--- src/rtl/pdot_pkg.sv ---
package pdot_pkg;
  localparam int XLEN     = 32;
  localparam int LANE_W   = 8;
  localparam int LANES    = XLEN / LANE_W;
  localparam int PROD_W   = 2 * LANE_W;
  localparam int SUM_W    = PROD_W + $clog2(LANES) + 1;
  localparam int REG_IDX_W = 5;

  localparam logic [6:0] OPC_CUSTOM = 7'b0101011;
  localparam logic [2:0] F3_PDOT    = 3'b001;
  localparam logic [6:0] F7_PDOT    = 7'b0000000;

  // extreme lane products for signed LANE_W-bit operands
  localparam int PROD_MAX = 1 << (2 * LANE_W - 2);
  localparam int PROD_MIN = -((1 << (LANE_W - 1)) * ((1 << (LANE_W - 1)) - 1));
endpackage

--- src/rtl/pdot_decode.sv ---
module pdot_decode
  import pdot_pkg::*;
#(
  parameter int IDX_W = REG_IDX_W
) (
  input  logic [6:0]       opcode,
  input  logic [2:0]       funct3,
  input  logic [6:0]       funct7,
  input  logic [IDX_W-1:0] rd_idx,
  output logic             hit,
  output logic             wr_en
);
  logic rd_nonzero;

  always_comb begin
    hit        = (opcode == OPC_CUSTOM) && (funct3 == F3_PDOT) && (funct7 == F7_PDOT);
    rd_nonzero = |rd_idx;
    wr_en      = hit && rd_nonzero;
  end
endmodule

--- src/rtl/pdot_lane_mul.sv ---
module pdot_lane_mul
  import pdot_pkg::*;
#(
  parameter int W = LANE_W,
  localparam int PW = 2 * W
) (
  input  logic signed [W-1:0]  a,
  input  logic signed [W-1:0]  b,
  output logic signed [PW-1:0] p
);
  localparam int PMAX = 1 << (2 * W - 2);
  localparam int PMIN = -((1 << (W - 1)) * ((1 << (W - 1)) - 1));

  always_comb begin
    p = a * b;
  end

  always_comb begin

    lane_range_chk: assert (int'(p) <= PMAX && int'(p) >= PMIN)
      else $error("lane product out of signed range");

    lane_zero_chk: assert (!((a == '0) || (b == '0)) || (p == '0))
      else $error("lane product nonzero with zero operand");
  end
endmodule

--- src/rtl/pdot_reduce.sv ---
module pdot_reduce
  import pdot_pkg::*;
#(
  parameter int N  = LANES,
  parameter int PW = PROD_W,
  parameter int SW = SUM_W
) (
  input  logic signed [PW-1:0] prods [N],
  output logic signed [SW-1:0] sum
);
  localparam int SMAX = N * (1 << (PW - 2));
  localparam int SMIN = -(N * ((1 << (PW / 2 - 1)) * ((1 << (PW / 2 - 1)) - 1)));

  always_comb begin
    sum = '0;
    for (int i = 0; i < N; i++) begin
      sum = sum + {{(SW - PW){prods[i][PW-1]}}, prods[i]};
    end
  end

  always_comb begin

    sum_range_chk: assert (int'(sum) <= SMAX && int'(sum) >= SMIN)
      else $error("product sum outside reachable range");
  end
endmodule

--- src/rtl/pdot_acc_unit.sv ---
module pdot_acc_unit
  import pdot_pkg::*;
#(
  parameter int XW  = XLEN,
  parameter int LW  = LANE_W,
  parameter int IW  = REG_IDX_W,
  localparam int NL = XW / LW,
  localparam int PW = 2 * LW,
  localparam int SW = PW + $clog2(NL) + 1
) (
  input  logic [6:0]    opcode,
  input  logic [2:0]    funct3,
  input  logic [6:0]    funct7,
  input  logic [IW-1:0] rd_idx,
  input  logic [XW-1:0] src_a,
  input  logic [XW-1:0] src_b,
  input  logic [XW-1:0] acc_in,
  output logic [XW-1:0] result,
  output logic          wr_en
);
  logic                 hit;
  logic signed [PW-1:0] prods [NL];
  logic signed [SW-1:0] dot_sum;
  logic        [XW-1:0] dot_ext;

  pdot_decode #(.IDX_W(IW)) u_dec (
    .opcode (opcode),
    .funct3 (funct3),
    .funct7 (funct7),
    .rd_idx (rd_idx),
    .hit    (hit),
    .wr_en  (wr_en)
  );

  for (genvar k = 0; k < NL; k++) begin : g_lane
    pdot_lane_mul #(.W(LW)) u_mul (
      .a (src_a[k*LW +: LW]),
      .b (src_b[k*LW +: LW]),
      .p (prods[k])
    );
  end

  pdot_reduce #(.N(NL), .PW(PW), .SW(SW)) u_red (
    .prods (prods),
    .sum   (dot_sum)
  );

  always_comb begin
    dot_ext = {{(XW - SW){dot_sum[SW-1]}}, dot_sum};
    result  = acc_in + dot_ext;
  end

  logic signed [XW-1:0] delta;
  always_comb begin
    delta = result - acc_in;

    delta_sext_chk: assert ($signed(delta) <= NL * (1 << (PW - 2)) &&
                            $signed(delta) >= -(NL * ((1 << (LW - 1)) * ((1 << (LW - 1)) - 1))))
      else $error("accumulated delta not a sign-extended product sum");

    rd_zero_chk: assert (!(wr_en && (rd_idx == '0)))
      else $error("write strobe raised for destination zero");

    foreign_op_chk: assert (!(wr_en && !((opcode == OPC_CUSTOM) && (funct3 == F3_PDOT) && (funct7 == F7_PDOT))))
      else $error("write strobe raised for foreign encoding");

    hit_strobe_chk: assert (!(hit && (rd_idx != '0)) || wr_en)
      else $error("matching encoding without write strobe");
  end
endmodule

--- config.mk ---
export PLATFORM = sky130hd
export DESIGN_NAME = pdot_acc_unit
export DESIGN_NICKNAME = d
export VERILOG_FILES = /design/src/rtl/pdot_pkg.sv /design/src/rtl/pdot_decode.sv /design/src/rtl/pdot_lane_mul.sv /design/src/rtl/pdot_reduce.sv /design/src/rtl/pdot_acc_unit.sv
export SDC_FILE = /design/constraint.sdc
export NUM_CORES = 1
export LEC_CHECK = 0
export ABC_AREA = 1
export BUFFER_PORTS_ARGS = -buffer_cell sky130_fd_sc_hd__buf_2
export CORE_UTILIZATION = 30
export DETAILED_ROUTE_END_ITERATION = 6
export GPL_TIMING_DRIVEN = 0
export PLACE_DENSITY_LB_ADDON = 0.05
export SETUP_SLACK_MARGIN = 0.3
export SLEW_MARGIN = 20
export SYNTH_ARGS = -nofsm -noshare
export SYNTH_HDL_FRONTEND = slang
export SYNTH_SLANG_ARGS = --single-unit
--- constraint.sdc ---
create_clock -name vclk -period 20.5
set_input_delay 0 -clock vclk [all_inputs]
set_output_delay 0 -clock vclk [all_outputs]
set_load 0.05 [all_outputs]
# Yosys cells after proc, flatten, opt, wreduce, memory -nomap -nowiden
# Index checks and enable logic that the tools add are counted.
# W data, S select, Z words.
# classes
n_addsub	4
multipliers	4
n_eq_ne	2
n_reduce_logical	5
# op_table
op	n
$mul A8 B8 Y16	4
$add A19 B19 Y19	2
$add A32 B32 Y32	1
$add A16 B16 Y17	1
$eq A7 B6 Y1 const B	1
$logic_not A7 Y1	1
$reduce_or A5 Y1	1
$eq A3 B1 Y1 const B	1
$logic_and A1 B1 Y1	3
# word_totals
ff_bits	0
in_bits	118

# Longest topological paths before layout
# Gate-level depths: netlist (run 1).
# logic_depth
ltp_word	5
depth_mapped	45
ltp_nobuf	44

# By module
# Synthesis (run 1) repeated with hierarchy kept, for this count alone.
# unflattened
hier_cells	2411
hier_area_um2	15469.8
# modules_own_cells
mod	instances	cells_per_inst	area_each_um2
pdot_lane_mul at g_lane[0].u_mul ...	2	403	2787.7
pdot_lane_mul at g_lane[3].u_mul	1	399	2755.1
pdot_lane_mul at g_lane[2].u_mul	1	391	2726.4
pdot_acc_unit	1	494	2384.8
pdot_reduce	1	301	1938.1
pdot_decode	1	20	90.1

# Worst setup path before layout (run 1)
# Ideal clock, no wire load.
# synth_timing
path_type	in2out
startpoint	in src_b[8]
endpoint	out result[22]
t_arrival_ns	8.113
t_required_ns	20.500
setup_slack_ns	12.387
path_stages	38
cell_sequence	clkbuf_1 > nand2_1 > inv_1 > fa_1 > inv_1 > fa_1 > fa_1 > inv_1 > fa_1 > inv_1 > fa_1 > fa_1 > inv_1 > ha_1 > inv_1 > nor3_1 > nand4_1 > nor2_1 > [2 not listed] > nand2_1 > fa_1 > inv_1 > ha_1 > nand2_1 > inv_1 > a21oi_1 > a21boi_2 > nand2_2 > nand2_2 > nand2_2 > ha_1 > a21oi_1 > o21bai_1 > o21bai_1 > a21oi_1 > nand2_1 > xor2_1
# synth_via
elab_chain_cells	5
# synth_rtl
element	line	text
start, declared	pdot_acc_unit.sv:16	input logic [XW-1:0] src_b,
$mul A8 B8 Y16	pdot_lane_mul.sv:15	p = a * b;
$add A16 B16 Y17	pdot_reduce.sv:17	sum = sum + {{(SW - PW){prods[i][PW-1]}}, prods[i]};
$add A19 B19 Y19 (2 in a row)	pdot_reduce.sv:17	
$add A32 B32 Y32	pdot_acc_unit.sv:50	result = acc_in + dot_ext;
end, declared	pdot_acc_unit.sv:18	output logic [XW-1:0] result,
# Every way passes these cells.

# Worst setup path after layout (run 1)
# layout_timing
startpoint	in src_b[7]
endpoint	out result[31]
# Same word-level chain as after synthesis.

==> results of run 1 <==
## how the worst max path moves through the flow
stage / slack, ns / startpoint / depth (start not counted) / end
6_report: 11.50 / src_b[7] / 38 / result[31]
3_3_place_gp: 11.34 / src_b[7] / 38 / result[31]
4_1_cts: 11.32 / src_b[7] / 38 / result[31]
2_1_floorplan: 12.39 / src_b[8] / 38 / result[22]
3_5_place_dp: 11.37 / src_b[7] / 38 / result[31]
5_1_grt: 10.69 / src_a[15] / 36 / result[31]
## worst min-delay path, cell delays in order
cell and delay [ns]:
buf_2 0.08, a2111o_1 0.09, nor2_1 0.04, buf_2 0.20
## cell usage after synthesis, types with 7 or more instances
library cell	instances
inv_1	586
nand2_1	426
fa_1	272
ha_1	163
a21oi_1	75
nor2_1	74
clkbuf_1	61
xor2_1	59
nand3_1	58
xnor2_1	31
o21ai_0	22
or2_2	20
nand2_2	15
nand4_1	14
nor3_1	11
a21o_1	10
o21ai_1	10
a21oi_2	8
nor4_1	7
o21bai_1	7
## cell families (layout without fill, tap and decap cells)
family                     Yosys count  count (layout)  synth area share, %
and+or+nand+nor                    648             648                 19.2
xor gates and xnor gates            91              91                 5.54
AOI/OAI and AO/OA                  162             162                 6.68
adders and majority gates          435             435                 51.6
buffers and inverters              656             747                 17.0
## through the flow
step | cell area (um2) | setup WS, ns | utilization [%]
after floorplan | 14500 | 12.39 | -
after detailed placement | 15700 | 11.37 | 33.0
final | 15700 | 11.50 | 33.0
after CTS | 15700 | 11.32 | 33.0
after global routing | 15700 | 10.69 | 33.0
after global placement | 15700 | 11.34 | 33.0
## placed cells by master, fill, tap and decap left out, types with 3 or more instances in the layout
| master | instances |
|---|---|
| nor2_4 | 4 |
| nor4_1 | 7 |
| nand4_1 | 14 |
| o21bai_1 | 7 |
| or2_2 | 20 |
| o21a_1 | 3 |
| xor2_1 | 59 |
| nand2_4 | 3 |
| inv_2 | 5 |
| buf_2 | 92 |
| o21ai_1 | 10 |
| clkinv_1 | 3 |
| nand3_2 | 4 |
| a31oi_1 | 6 |
| nor2_1 | 74 |
| a21o_1 | 10 |
| xnor2_1 | 31 |
| o211ai_1 | 6 |
| inv_1 | 586 |
| a21oi_2 | 8 |
| clkbuf_1 | 61 |
| nor3_1 | 11 |
| nand2_2 | 15 |
| a21boi_0 | 3 |
| nor2_2 | 4 |
| a21oi_1 | 75 |
| nand2_1 | 426 |
| nand3_1 | 58 |
| ha_1 | 163 |
| o21ai_0 | 22 |
| fa_1 | 272 |
| o31ai_1 | 3 |
| o2111ai_1 | 3 |
## final cells by class
| class | instances | area [um2] |
|---|---|---|
| plain buffers | 62 | 234 |
| fillers | 5244 | 32000 |
| inverters | 594 | 2230 |
| multi-input cells | 1336 | 12000 |
| well taps | 615 | 769 |
| repair buffers | 91 | 455 |
## per-layer routing
metal | up-vias | track usage [%]
li1 | 5991 | -
met1 | 5753 | 21.4
met2 | 82 | 30.7
met3 | 6 | 0.146
met4 | 0 | 0.515
met5 | - | 0
==> impl_metrics.yaml, run 1 <==
final_layout:
  antenna_cells: 0
  drive_gt1_share_pct: 7.87
  fin_nets: 2638
  final-seq-area_um2: 0
  design.seq.count: 0
  clockBufferCount: 0
  stdcell_count: 2698
  syn2layout_area_growth_pct: 8.44
detailed_routing:
  m1WireLength_mm: 17.8
  wl_per_cell_um: 14.2
  ant_nets: 0
  firstDrtPassIters: 5
  met2_wirelength_mm: 20.0
  drtIter0Drc: 388
  routed_wl_mm: 38.4
  drc_errors: 0
  num_vias: 11800
  viasPerCell: 4.39
  wl_met3_um: 439
  route.top_layer_used: "met4"
worst_setup_path:
  path_buf_inv: 8
  startpoint_type: "input port"
  critPathRequiredTime_ns: 20.50
  worstSetupPathType: "in2out"
  crit_fanout: 18
  slowest_delay_ns: 0.59
  path_common_cell: "fa_1"
  crit_arrival_ns: 9.00
  crit_family: "adder cells"
  cp-end-kind: "primary output"
  crit_slowest_cell: "fa_1"
floorplanning:
  fp.dieArea_um2: 49300
  ioPinCount: 151
  fp.dieH_um: 222
  row_count: 80
  design.core.area_um2: 47700
  die_width_um: 222
  initial_core_util_pct: 30.4
global_routing:
  grt_max_degree: 19
  grt_overflow: 0
  grt_pass1_wl_mm: 64.9
  grt_pass1_vias: 12800
  track_usage_pct: 16.1
  antenna_found_initial: 0
timing:
  worst_pin_slew_ns: 0.598
  period_share_pct: 43.9
  final.setup.tns_ns: 0
  hold_slack_ns: 0.410
  slew_headroom_pct: 60.0
  final_hold_viol_count: 0
  fmax_ghz: 0.111
  grt_setup_unrepaired: "false"
  setup_viol: 0
  slew_viol_final: 0
  min_period_ns: 9.00
run_status:
  outcome: "finished, final reports clean"
synthesis:
  yosys_warnings: 0
  synth_area_leaders: "fa_1 38%, inv_1 15%, ha_1 14%, nand2_1 11%, xor2_1 3.6%"
  yosysTopAreaCell: "fa_1"
  syn_area_um2: 14500
  syn_avg_cell_area_um2: 7.28
  ys_types: 44
  yosysTopAreaCellShare_pct: 37.5
  syn_inst: 1992
  syn_nets: 2545
  yosysSeqAreaShare_pct: 0
place:
  gp_congestion: 0.823
  port_buffers: 91
  hpwl_mm: 35.4
  placedCellCount: 2698
min_path:
  hold_start: "opcode[2]"
  min_to: "wr_en"
  min_path_type: "in2out"
  whs_path_depth: 4
run:
  cap_viol_max_count: 0
clock_tree:
  post_cts_resize_count: 0
  post_cts_buffers: 0
  holdBufCountCts: 0
Power of run 1 is not shown: default switching activity piles up to over one toggle a cycle in this logic, so the estimate is an artifact.
==> run 2: changes to the inputs <==
==> constraint.sdc (replaced) <==
create_clock -name vclk -period 7.6
set_input_delay 0 -clock vclk [all_inputs]
set_output_delay 0 -clock vclk [all_outputs]
set_load 0.05 [all_outputs]
==> impl_metrics.yaml, run 2 (synthesis gave the netlist of run 1 again) <==
floorplanning:
  fp.dieArea_um2: 49300
  die_width_um: 222
  fp.dieH_um: 222
  row_count: 80
  ioPinCount: 151
  initial_core_util_pct: 30.4
  design.core.area_um2: 47700
worst_setup_path:
  crit_family: "adder cells"
  slowest_delay_ns: 0.59
  path_common_cell: "nand2_1"
  cp-end-kind: "primary output"
  cp_num_cells: 40
  critPathRequiredTime_ns: 7.60
  crit_arrival_ns: 7.88
  worstSetupPathType: "in2out"
  crit_slowest_cell: "fa_2"
  path_buf_inv: 10
  startpoint_type: "input port"
  crit_fanout: 8
timing:
  slew_headroom_pct: 67.2
  worst_pin_slew_ns: 0.492
  slew_viol_final: 0
  grt_setup_unrepaired: "true"
  fmax_ghz: 0.127
  min_period_ns: 7.88
  period_share_pct: 104
  setup_viol: 17
  final_hold_viol_count: 0
  worst_slack_ns: -0.281
detailed_routing:
  viasPerCell: 4.37
  routed_wl_mm: 40.9
  num_vias: 12200
  wl_per_cell_um: 14.6
  firstDrtPassIters: 4
  drc_errors: 0
  ant_nets: 0
  drtIter0Drc: 263
run_status:
  outcome: "finished with violations"
  violations: "setup timing"
final_layout:
  clockBufferCount: 0
  fin_nets: 2741
  design.seq.count: 0
  syn2layout_area_growth_pct: 34.2
  final-seq-area_um2: 0
  antenna_cells: 0
  layout_common_cells: "547 x inv_1, 354 x nand2_1, 262 x fa_1"
  stdcell_count: 2801
  drive_gt1_share_pct: 28.0
  final_common_cell: "inv_1"
min_path:
  whs_path_depth: 4
  min_path_type: "in2out"
run:
  cap_viol_max_count: 0
global_routing:
  antenna_found_initial: 0
  grt_max_degree: 9
  grt_pass1_vias: 13400
  track_usage_pct: 17.1
  grt_overflow: 0
  grt_pass1_wl_mm: 68.7
place:
  placedCellCount: 2698
  hpwl_mm: 35.7
  gp_congestion: 0.834
  port_buffers: 91
==> run 2: cell count changes in the layout (fill, tap and decap cells not counted), sizes merged <==
| cell | change |
|---|---|
| buf | +105 |
| clkbuf | -4 |
| clkinvlp | +2 |
| inv | -2 |
| nand2 | +2 |
==> run 2: path summary, 6_finish.rpt <==
check,startpoint,to,slack [ns]
worst max-delay path,src_a[14],result[31],-0.28
worst min-delay path,opcode[4],wr_en,0.41
==> run 2: per-stage QoR <==
| step | setup slack [ns] | setup TNS [ns] | cell area [um2] | hold WS (ns) | util, % |
|---|---|---|---|---|---|
| after CTS | -0.398 | -3.03 | 18700 | 0.407 | 39.2 |
| after floorplan | 0.296 | 0 | 15000 | 0.255 | - |
| final | -0.281 | -2.43 | 19500 | 0.409 | 40.8 |
| after global routing | -0.672 | -8.90 | 19500 | 0.434 | 40.8 |
| after global placement | -1.10 | -17.72 | 16200 | 0.400 | 33.9 |
| after detailed placement | -1.15 | -18.14 | 16200 | 0.404 | 33.9 |
==> run 2: routing by layer <==
metal / part of all wire (%) / global-route usage, % / vias to the layer above
met5: 0 / 0 / -
met4: 0.78 / 0.963 / 0
met3: 1.3 / 0.398 / 18
met2: 52 / 32.0 / 90
met1: 46 / 22.8 / 5949
li1: - / - / 6191
==> run 2: area by class of cell <==
class              instances  area (um2)
repair buffers           192        1500
inverters                594        2270
well taps                615         769
multi-input cells       1338       14400
fillers                 4973       28300
plain buffers             62         544
==> run 2: repair_timing <==
action | 4_1_cts | 5_1_grt
buffers inserted | 77 | 24
hold buffers | 0 | 0
endpoints found under the setup margin | 24 | 25
cloned | 2 | 0
pin swaps | 118 | 97
resized for setup | 425 | 135
Power of run 2 is left out for the same reason.
